### config.mk
export PLATFORM = sky130hd
export DESIGN_NAME = pulse_glitch_filter
export DESIGN_NICKNAME = d
export VERILOG_FILES = /design/src/rtl/glf_pkg.sv /design/src/rtl/glf_sync.sv /design/src/rtl/glf_thr_sel.sv /design/src/rtl/pulse_glitch_filter.sv
export SDC_FILE = /design/constraint.sdc
export NUM_CORES = 1
export LEC_CHECK = 0
export ABC_AREA = 1
export BUFFER_PORTS_ARGS = -buffer_cell sky130_fd_sc_hd__buf_2
export CELL_PAD_IN_SITES_DETAIL_PLACEMENT = 1
export CELL_PAD_IN_SITES_GLOBAL_PLACEMENT = 1
export CORE_UTILIZATION = 35
export DETAILED_ROUTE_END_ITERATION = 7
export PLACE_DENSITY_LB_ADDON = 0.1
export SLEW_MARGIN = 15
export SYNTH_ARGS = -nofsm -noshare
export SYNTH_HDL_FRONTEND = slang
export SYNTH_SLANG_ARGS = --single-unit
### constraint.sdc
create_clock -name clk -period 5.3 [get_ports clk]
set_input_delay 0.265 -clock clk [delete_from_list [all_inputs] [get_ports clk]]
set_output_delay 0.265 -clock clk [all_outputs]
set_load 0.01 [all_outputs]
### src/rtl/glf_pkg.sv
package glf_pkg;

    typedef enum logic [1:0] {
        FLT_BYPASS = 2'b00,
        FLT_SHORT  = 2'b01,
        FLT_MEDIUM = 2'b10,
        FLT_LONG   = 2'b11
    } flt_mode_e;

endpackage

### src/rtl/glf_sync.sv
module glf_sync #(
    parameter int STAGES = 2
) (
    input  logic clk,
    input  logic rst_n,
    input  logic d_i,
    output logic q_o
);
    logic [STAGES-1:0] stage_q;

    genvar g;
    generate
        for (g = 0; g < STAGES; g++) begin : g_stage
            if (g == 0) begin : g_first
                always_ff @(posedge clk or negedge rst_n) begin
                    if (!rst_n) stage_q[0] <= 1'b0;
                    else        stage_q[0] <= d_i;
                end
            end else begin : g_next
                always_ff @(posedge clk or negedge rst_n) begin
                    if (!rst_n) stage_q[g] <= 1'b0;
                    else        stage_q[g] <= stage_q[g-1];
                end
            end
        end
    endgenerate

    assign q_o = stage_q[STAGES-1];
endmodule

### src/rtl/glf_thr_sel.sv
module glf_thr_sel
    import glf_pkg::*;
#(
    parameter int CNT_W       = 16,
    parameter int SHORT_TICKS = 9,
    parameter int MED_TICKS   = 512,
    parameter int LONG_TICKS  = 256
) (
    input  flt_mode_e        mode_i,
    input  logic             cust_en_i,
    input  logic [CNT_W-1:0] cust_ticks_i,
    input  logic             tick_base_i,
    input  logic             tick_slow_i,
    output logic [CNT_W-1:0] thr_o,
    output logic             tick_o,
    output logic             bypass_o
);
    always_comb begin
        thr_o    = CNT_W'(1);
        tick_o   = tick_base_i;
        bypass_o = 1'b0;
        if (cust_en_i) begin
            thr_o = (cust_ticks_i == '0) ? CNT_W'(1) : cust_ticks_i;
        end else begin
            unique case (mode_i)
                FLT_BYPASS: bypass_o = 1'b1;
                FLT_SHORT:  thr_o    = CNT_W'(SHORT_TICKS);
                FLT_MEDIUM: thr_o    = CNT_W'(MED_TICKS);
                FLT_LONG: begin
                    thr_o  = CNT_W'(LONG_TICKS);
                    tick_o = tick_slow_i;
                end
                default:    bypass_o = 1'b1;
            endcase
        end
    end
endmodule

### src/rtl/pulse_glitch_filter.sv
module pulse_glitch_filter
    import glf_pkg::*;
#(
    parameter int CNT_W       = 16,
    parameter int SYNC_STAGES = 2,
    parameter int SHORT_TICKS = 9,
    parameter int MED_TICKS   = 512,
    parameter int LONG_TICKS  = 256
) (
    input  logic             clk,
    input  logic             rst_n,
    input  logic             tick_base,
    input  logic             tick_slow,
    input  logic             din_raw,
    input  logic [1:0]       flt_mode,
    input  logic             cust_en,
    input  logic [CNT_W-1:0] cust_ticks,
    output logic             dout
);
    localparam int SET_W = 3 + CNT_W;
    localparam int EXT_W = CNT_W + 1;

    typedef struct packed {
        logic [SET_W-1:0] setting;
        logic [CNT_W-1:0] cnt;
        logic             out;
    } state_t;

    state_t           st_d, st_q;
    logic             sync_w;
    logic [CNT_W-1:0] thr_w;
    logic [CNT_W-1:0] cnt_w;
    logic             tick_w;
    logic             byp_w;
    logic             chg_w;
    logic             hit_w;
    logic [SET_W-1:0] set_now;

    glf_sync #(.STAGES(SYNC_STAGES)) u_sync (
        .clk   (clk),
        .rst_n (rst_n),
        .d_i   (din_raw),
        .q_o   (sync_w)
    );

    glf_thr_sel #(
        .CNT_W       (CNT_W),
        .SHORT_TICKS (SHORT_TICKS),
        .MED_TICKS   (MED_TICKS),
        .LONG_TICKS  (LONG_TICKS)
    ) u_sel (
        .mode_i       (flt_mode_e'(flt_mode)),
        .cust_en_i    (cust_en),
        .cust_ticks_i (cust_ticks),
        .tick_base_i  (tick_base),
        .tick_slow_i  (tick_slow),
        .thr_o        (thr_w),
        .tick_o       (tick_w),
        .bypass_o     (byp_w)
    );

    assign set_now = {cust_en, flt_mode, cust_ticks};
    assign chg_w   = (set_now != st_q.setting);
    assign hit_w   = ({1'b0, st_q.cnt} + EXT_W'(1)) >= {1'b0, thr_w};

    always_comb begin
        st_d         = st_q;
        st_d.setting = set_now;
        if (byp_w) begin
            st_d.out = sync_w;
            st_d.cnt = '0;
        end else if (chg_w || (sync_w == st_q.out)) begin
            st_d.cnt = '0;
        end else if (tick_w) begin
            if (hit_w) begin
                st_d.out = sync_w;
                st_d.cnt = '0;
            end else begin
                st_d.cnt = st_q.cnt + CNT_W'(1);
            end
        end
    end

    always_ff @(posedge clk or negedge rst_n) begin
        if (!rst_n) st_q <= '0;
        else        st_q <= st_d;
    end

    assign cnt_w = st_q.cnt;
    assign dout  = st_q.out;
endmodule

; ---- Yosys cells after proc, flatten, opt, wreduce, memory -nomap -nowiden
; Cells that the tools add are included.
[totals]
register_bits = 38
input_bits = 24
[op_classes]
n_eq_ne = 6
add_sub_neg = 2
magnitude_cmp = 1
n_reduce_logical = 7
n_mux = 13
[op_table]
columns = operator, count
row1 = 16-bit 2-to-1 mux, 4
row2 = 17-bit 2-to-1 mux, 2
row3 = 10-bit case mux with 3 select lines, 1
row4 = 19-bit != test, 1
row5 = 16-bit by 1-bit adder with 17-bit output (second input constant), 1
row6 = 17-bit by 16-bit >= comparator with 1-bit output, 1
row7 = 16-bit by 1-bit adder with 16-bit output (second input constant), 1
row8 = 16-bit zero test, 1
row9 = 1-bit 2-to-1 mux, 6
row10 = 2-bit equality test (second input constant), 2
row11 = 2-bit nonzero test, 2
row12 = 3-bit AND reduction, 1
row13 = 3-bit nonzero test, 1
row14 = 2-bit by 1-bit equality test with 1-bit output (second input constant), 1
row15 = 2-bit zero test, 1
row16 = 2-bit != test (second input constant), 1
row17 = 1-bit equality test, 1
row18 = 1-bit logical OR, 1

; ---- Longest topological paths before layout
; Gate-level depths: netlist of run 1.
[logic_depth]
ltp_word = 8
depth_mapped = 20
ltp_nobuf = 20

; ---- Modules after synthesis
; Synthesis of run 1 repeated with hierarchy kept, for this count alone.
[unflattened]
cells_unflattened = 338
area_unflattened_um2 = 2588.7
[by_module_without_submodules]
columns = module, instances, seq_area_each_um2, cells_each, area_per_inst_um2
row1 = pulse_glitch_filter, 1, 900.9, 278, 2289.7
row2 = glf_thr_sel, 1, 0.0, 58, 249.0
row3 = glf_sync, 1, 50.0, 2, 50.0

; ---- Worst setup path after synthesis of run 1
; OpenSTA, ideal clock, no wires.
[synth_timing]
path_kind = reg-to-reg
startpoint = reg st_q, in the netlist cnt_w[0]
endpoint = reg st_q, in the netlist cnt_w[10]
setup_ns = 0.077
path_slack_ns = 2.782
required_time_ns = 5.223
stages_incl_launch_ff = 16
n_path_buf = 1
t_arrival_ns = 2.440
cell_sequence = dfrtp_1 -> ha_1 -> nand3_2 -> nor4_2 -> nand2_1 -> xor2_1 -> inv_1 -> ha_1 -> nand2_1 -> nor2_1 -> nand4_1 -> o21ai_0 -> a31oi_1 -> buf_2 -> nand4_1 -> o21ai_1
[synth_between]
elab_chain_len = 6
word_cells_on_any_way = 7
cone_classes = add/sub (2) / order compare (1) / mux (4)
[synth_lines]
columns = item, line_no
row1 = from (decl), pulse_glitch_filter.sv:29  ; state_t st_d, st_q;
row2 = from (signal assigned), pulse_glitch_filter.sv:86  ; else st_q <= st_d;
row3 = 16-bit by 1-bit adder with 17-bit output, pulse_glitch_filter.sv:64  ; assign hit_w = ({1'b0, st_q.cnt} + EXT_W'(1)) >= {1'b0, thr_w};
row4 = 17-bit by 16-bit >= comparator with 1-bit output, pulse_glitch_filter.sv:64
row5 = 16-bit 2-to-1 mux (*), pulse_glitch_filter.sv:75  ; if (hit_w) begin
row6 = 17-bit 2-to-1 mux (*), pulse_glitch_filter.sv:74  ; end else if (tick_w) begin
row7 = 16-bit 2-to-1 mux (*), pulse_glitch_filter.sv:72  ; end else if (chg_w || (sync_w == st_q.out)) begin
row8 = 17-bit 2-to-1 mux (*), pulse_glitch_filter.sv:69  ; if (byp_w) begin
; Mark *: on every way between the ends. The rest lies on a longest branch, timed or not. The select of a mux whose other input is x is not followed.
; A chain may end at the register's enable or synchronous reset.

; ---- Worst setup path in the final report of run 1
[layout_timing]
startpoint = reg st_q, in the netlist cnt_w[0]
endpoint = reg st_q, in the netlist cnt_w[1]
; Same word-level chain as after synthesis.

==> metrics.md, run 1 <==
| Metric | Value |
|---|---|
| I/O pin total | 25 |
| Pre-CTS WS | ~1.7 ns |
| Longest Clk Path Bufs | 2 |
| Mapped Nets | about 340 |
| Full die area | slightly above 7000 um^2 |
| PwrDens | 250.8 nW/um^2 |
| Setup bufs post-CTS | 0 |
| Via count | 2039 |
| Reg clk slew, reported paths | around 0.080 ns |
| Worst hold path type | input port to flop |
| Final Total Pwr | slightly below 700 uW |
| Die height | 84.94 um |
| DR WL/cell | 16.23 um |
| Core Util, Final | 0.4196 |
| Final min period | 3.640 ns |
| Clock root buffer | clkbuf_8 |
| Commonest non-fill, non-tap cell in the layout | nand2_1 |
| Clk sinks | 38 |
| Total Routing Usage GR | 0.1973 |
| Setup CP Type | flop to flop |
| DP HPWL | between 5000 and 6000 um |
| Post-synth cell types | 32 |
| Chip width | roughly 85 um |
| Slew Limit Headroom | 0.2537 |
| Synth Register Bits | 38 |
| Mapped Cells | 294 |
| Synth Area in XOR/XNOR | 0.08680 |
| Number of buffers created by CTS | 5 |
| Syn Std Cell Area | ~2400 um^2 |
| Nets@finish | between 300 and 400 |
| Starting Density | 0.3706 |
| CP arrival | just under 4 ns |
| Core ar. | roughly 6500 um^2 |
| # diodes | 0 |
| Share of cells above drive strength 1 | 0.1526 |
| Critical Path Source Type | flop |
| Seq/Total Area, Yosys | 0.3950 |
| CTS tree | built |
| Pins over their slew limit | 0 |
| Commonest non-fill, non-tap cells in the layout | 77 x nand2_1, 38 x dfrtp_1, 32 x inv_1 |
| Vias per inst | 5.123 |
| Area share of fa/ha/maj cells after synthesis | 0.08836 |
| CTS resizes | 0 |
| Layout Area Growth over Synthesis | 13.20% |
| Synth Area in Compound Gates | 0.07536 |
| Synthesis Warnings | 0 |
| Final wirelength | about 6500 um |
| DRC | 0 |
| Leakage | 0.001309 uW |
| Largest net degree at the start of global routing | 39 |
| Mean Syn Cell Area | between 8 and 9 um^2 |
| First-pass GRT wire length | between 10000 and 15000 um |
| Largest family of logic cells by synthesized area | simple AND/OR/NAND/NOR gates |
| Final Hold Fails | 0 |
| Setup TNS | 0 ns |
| Setup Viol. Count Final | 0 |
| Post-DRT Antenna Nets | 0 |
| Worst-Margin Slew | 1.114 ns |
| Fmax | approximately 0.27 GHz |
| Row count | 29 |
| Unrepaired setup endpoints after global routing | no |
| TritonRoute pass-1 iters | 6 |
| Worst-skew pair later-pin latency | 0.30 ns |
| Vias in the first global route | 2038 |
| Simple-gate share of the synthesized area | 0.2833 |
| Status | complete, no violations |
| Max Cap Viol | 0 |
| Final WS setup | 1.660 ns |
| IO buf count | 24 |
| Initial antenna violation count | 0 |
| Hold-fix buffers, CTS | 0 |
| Crit path required time | roughly 5.5 ns |
| Clock skew | roughly 0.0084 ns |
| Max VDD drop | roughly 0.12 mV |
| Worst setup EP type | flop |
| H-Tree Depth | 2 |
| Final Wtd Congestion | between 0.7 and 0.8 |
| Final worst path period share | 0.6868 |
| Grt ovf | 0 |
| Number of fill cells | about 800 |
| Crit-path max FO | 12 |
| Worst hold slack | ~0.070 ns |
| DRT iter0 DRCs | 71 |
| Post-synthesis mux area share | 0 |
cells by family (layout without fill, tap and decap cells):
group / count (synthesis) / in the layout
adders and majority gates: 17 / 17
and+or+nand+nor: 141 / 141
xor gates and xnor gates: 23 / 23
AOI/OAI and AO/OA: 34 / 34
buffers and inverters: 41 / 68
DFF: 38 / 38
worst max-delay path, cell delays in order, from the launching register on:
cell	delay [ns]
dfrtp_1	0.40
ha_1	0.22
nand3_2	0.13
nor4_2	0.40
nand2_1	0.12
xor2_1	0.22
inv_1	0.08
ha_1	0.31
nand2_1	0.09
nor2_1	0.06
nand4_1	0.06
o21ai_0	0.09
a31oi_1	0.82
nand3_2	0.32
o21ai_1	0.22
cell type report:
type                       instances  area (um^2)  share of cell area
multi-input combinational        215         1285              0.4715
sequential                        38        950.9              0.3489
inverter                          36        135.1             0.04959
timing repair buffer              24        120.1             0.04408
tap                               77        96.34             0.03535
clock buffer                       5        68.82             0.02525
clock inverter                     3        68.82             0.02525
per-layer routing:
| metal | GRT usage | vias up | part of all wire |
|---|---|---|---|
| met5 | 0 | - | 0 |
| met4 | 0.05085 | 0 | 0.011 |
| met3 | 0.03307 | 7 | 0.024 |
| met2 | 0.3023 | 27 | 0.45 |
| met1 | 0.2895 | 989 | 0.52 |
| li1 | - | 1016 | - |
metrics by stage:
stage                     std cells  cell area (um^2)
final                           398              2725
after global routing            398              2725
after CTS                       398              2725
after detailed placement        390              2587
after global placement          390              2587
after floorplan                 294              2407
final timing paths:
path / startpoint / cells after the start / endpoint / slack [ns]
worst min-delay path: din_raw / 1 / u_sync.stage_q[0] / 0.07
worst max-delay path: cnt_w[0] / 14 / cnt_w[1] / 1.66
worst min register to register: u_sync.stage_q[0] / 0 / u_sync.q_o / 0.36
worst max register to register: cnt_w[0] / 14 / cnt_w[1] / 1.66
max in group asynchronous: rst_n / 1 / dout / 4.62
min in group asynchronous: rst_n / 1 / cnt_w[5] / 0.10
state kept, by name (all words and copies together), names as in the netlist:
signal and count:
dout 1, u_sync.q_o 1, cnt_w 16, st_q 19
u_sync.stage_q 1
cell usage after synthesis, drive strengths merged:
master  number  area share
a21oi        8       0.017
clkbuf       1      0.0016
inv         36       0.056
nand2       77        0.12
dfrtp       38        0.40
a21o         1      0.0031
xor2        14       0.051
o21ai       19       0.040
nand4       15       0.048
nor3         7       0.017
o21a         1      0.0031
nand3        8       0.023
xnor2        9       0.036
ha          17       0.088
and3         1      0.0047
buf          4       0.014
o22ai        3      0.0078
nor4         7       0.021
nor2        25       0.047
nand3b       1      0.0031
a31oi        2      0.0052
power breakdown:
| part | total [uW] | switching (uW) | internal (uW) |
|---|---|---|---|
| Sequential | 305 | 5.51 | 299 |
| Clock | 303 | 114 | 189 |
| Combinational | 75.5 | 48.4 | 27.0 |
| Total | 683 | 168 | 515 |
Note: power is estimated with default switching activity, not from simulation.
==> run 2: changes to the inputs <==
ABC_AREA = 0   (was 1)
clock period = 3.4 ns   (was 5.3 ns; I/O delays follow)
==> run 2 against run 1 <==
Net effect: the run now ends with hold timing left; first-iteration DRC count decreased by 28%; die area decreased by 7.8%; setup slack got worse by 1.4 ns; critical path depth decreased by 1; clock skew decreased by 0.00090 ns.
==> metrics.md, run 2 <==
| Metric | Value |
|---|---|
| Status | complete, but fails checks |
| Failing checks | hold timing |
| Longest Clk Path Bufs | 2 |
| Full die area | 6650 um^2 |
| Setup TNS | 0 ns |
| Fmax | between 0.3 and 0.4 GHz |
| Grt ovf | 0 |
| Setup CP Type | flop to flop |
| Row count | 28 |
| Vias per inst | ~5.4 |
| Nets@finish | approximately 300 |
| Final Non-Filler Cells | about 330 |
| Critical Path Source Type | flop |
| Slew Limit Headroom | 0.4233 |
| CTS tree | built |
| Post-placement cell count | around 320 |
| Seq/Total Area, Yosys | 0.4294 |
| Share of flip-flops with an asynchronous set or reset | 1.000 |
| Max Cap Viol | 0 |
| DP HPWL | 4551 um |
| Vias in the first global route | around 1900 |
| Commonest non-fill, non-tap cells in the layout | 38 x dfrtp_1, 25 x nand2_1, 24 x buf_2 |
| Largest net degree at the start of global routing | 39 |
| Worst hold slack | -0.01733 ns |
| Unrepaired setup endpoints after global routing | no |
| Commonest non-fill, non-tap cell in the layout | dfrtp_1 |
| Biggest register | st_q |
| Final Wtd Congestion | between 0.7 and 0.8 |
| Final worst path period share | 0.9254 |
| Worst-Margin Slew | around 0.87 ns |
| Final wirelength | roughly 6000 um |
| CP arrival | roughly 3.4 ns |
| First-pass GRT wire length | 9618 um |
| Largest family of logic cells by synthesized area | simple AND/OR/NAND/NOR gates |
| Post-DRT Antenna Nets | 0 |
| H-Tree Depth | 2 |
| Core ar. | 6026 um^2 |
| Clk sinks | 38 |
| IO buf count | 24 |
| Mapped Nets | between 200 and 300 |
| Synth top area cells | dfrtp_1 43%, ha_1 9.6%, xnor2_1 6.7%, xor2_1 5.1%, a22o_1 4.7% |
| Design area | 2704 um^2 |
| Synth top area share | 0.4294 |
| Leakage | approximately 0.0013 uW |
| Number of buffers created by CTS | 5 |
| Total Routing Usage GR | 0.2007 |
| Most frequent cell after synthesis | dfrtp_1 |
| Synth Area in XOR/XNOR | 0.1260 |
| Crit-path max FO | 5 |
| Final Hold Fails | 35 |
| Mapped Cells | around 210 |
| Max VDD drop | approximately 0.23 mV |
| Area share of fa/ha/maj cells after synthesis | 0.09605 |
| Area leader, netlist | dfrtp_1 |
| Synth Flop Type | dfrtp_1 |
| Final Total Pwr | 1067 uW |
| Share of cells above drive strength 1 | 0.2305 |
| PwrDens | a little under 400 nW/um^2 |
| Simple-gate share of the synthesized area | 0.1825 |
| Syn Std Cell Area | between 2000 and 2500 um^2 |
| Clock root buffer | clkbuf_8 |
| Starting Density | 0.3675 |
| Via count | ~1800 |
| I/O pin total | 25 |
| Chip width | between 80 and 90 um |
| Largest register FFs | 19 |
| Setup Viol. Count Final | 0 |
| # diodes | 0 |
| Synth Area in Compound Gates | 0.1379 |
| Initial antenna violation count | 0 |
| DRC | 0 |
| Post-synth EDFFs | 0 |
| Layout Area Growth over Synthesis | 22.09% |
| DR WL/cell | between 15 and 20 um |
| Clock skew | ~0.0075 ns |
| Core Util, Final | 0.4487 |
| Reg clk slew, reported paths | approximately 0.08 ns |
| Leading cell types by count after synthesis | 38 x dfrtp_1, 25 x nand2_1, 17 x ha_1, 17 x xnor2_1, 13 x xor2_1 |
| DRT iter0 DRCs | 51 |
| Crit path required time | 3.63 ns |
| Final min period | approximately 3.1 ns |
| Worst hold path type | input port to asynchronous set/reset pin |
| Post-synthesis mux area share | 0.005085 |
| Area after DPL | roughly 2500 um^2 |
| Die height | between 80 and 90 um |
| Pins over their slew limit | 0 |
| Post-synth cell types | 42 |
| Mean Syn Cell Area | 10.40 um^2 |
| Worst setup EP type | flop |
| Synth Register Bits | 38 |
| Worst-skew pair later-pin latency | about 0.3 ns |
| TritonRoute pass-1 iters | 4 |
| Number of fill cells | slightly below 700 |
| Synthesis Warnings | 0 |
## run 2: changes by cell type after synthesis, moves of 4 or more
cell,delta
nand4_1,-4
xnor2_1,+9
nand2_1,-52
o21ai_1,-12
nor2_1,-11
inv_1,-26
o21ai_0,-5
a22o_1,+12
inv_2,-4
## run 2: stage by stage
stage	setup slack (ns)	hold WS (ns)
finish	0.2536	-0.01733
global route	0.01431	0.02197
CTS	0.06754	0.005884
detailed placement	-0.003685	0.2826
global placement	0.04666	0.2795
floorplan	0.3606	-0.1256
## run 2: report_power, final
group          switching [uW]  internal [uW]
Clock                     171            313
Sequential               8.43            467
Combinational            63.5           44.1
## run 2: layout make-up
class,count,area (um^2),area share
Multi-Input combinational cell,164,1239,0.4581
Sequential cell,38,950.9,0.3517
Timing Repair Buffer,40,255.2,0.09440
Tap cell,75,93.84,0.03471
Clock buffer,6,82.58,0.03054
Clock inverter,2,60.06,0.02221
Inverter,6,22.52,0.008329
## run 2: logic make-up after synthesis
kind of cell / count (synthesis)
XOR/XNOR: 31
flip-flops: 38
AO/OA/AOI/OAI: 40
multiplexers: 1
buffers and inverters: 11
adder cells (fa/ha/maj): 17
AND/OR/NAND/NOR: 75
## run 2: final timing paths
kind,start,cells after the start,to,slack (ns)
worst max-delay path,cnt_w[3],13,cnt_w[2],0.25
worst min-delay path,rst_n,1,st_q[17],-0.02
worst max register to register,cnt_w[3],13,cnt_w[2],0.25
worst min register to register,u_sync.stage_q[0],0,u_sync.q_o,0.36
max in group asynchronous,rst_n,1,cnt_w[4],2.87
min in group clk,cust_ticks[4],1,st_q[21],0.03
## run 2: what timing repair did
action	in CTS	in global routing
setup buffers	0	1
hold endpoints to repair	1	0
hold buffers	1	0
pin swaps	0	1
setup endpoints to repair	12	13
cloned	0	0
gates resized for setup	1	4
## run 2: critical path, stage by stage (launching register included)
cell and delay, ns:
dfrtp_1 0.36, and2_4 0.17, nand4_4 0.10, or2_4 0.29, or4_4 0.43, xnor2_2 0.15
ha_1 0.32, nand3_1 0.13, nor3_2 0.06, a31oi_1 0.20, o211ai_2 0.16, buf_4 0.18
a2111oi_1 0.38, a21o_1 0.14
## run 2: per-layer routing
layer	track usage	up-vias	routed length, um	share of wire
met2	0.3342	29	2906	0.48
li1	-	866	-	-
met3	0.03444	8	176	0.029
met5	0	-	0	0
met1	0.2607	899	2854	0.47
met4	0.06964	0	79	0.013
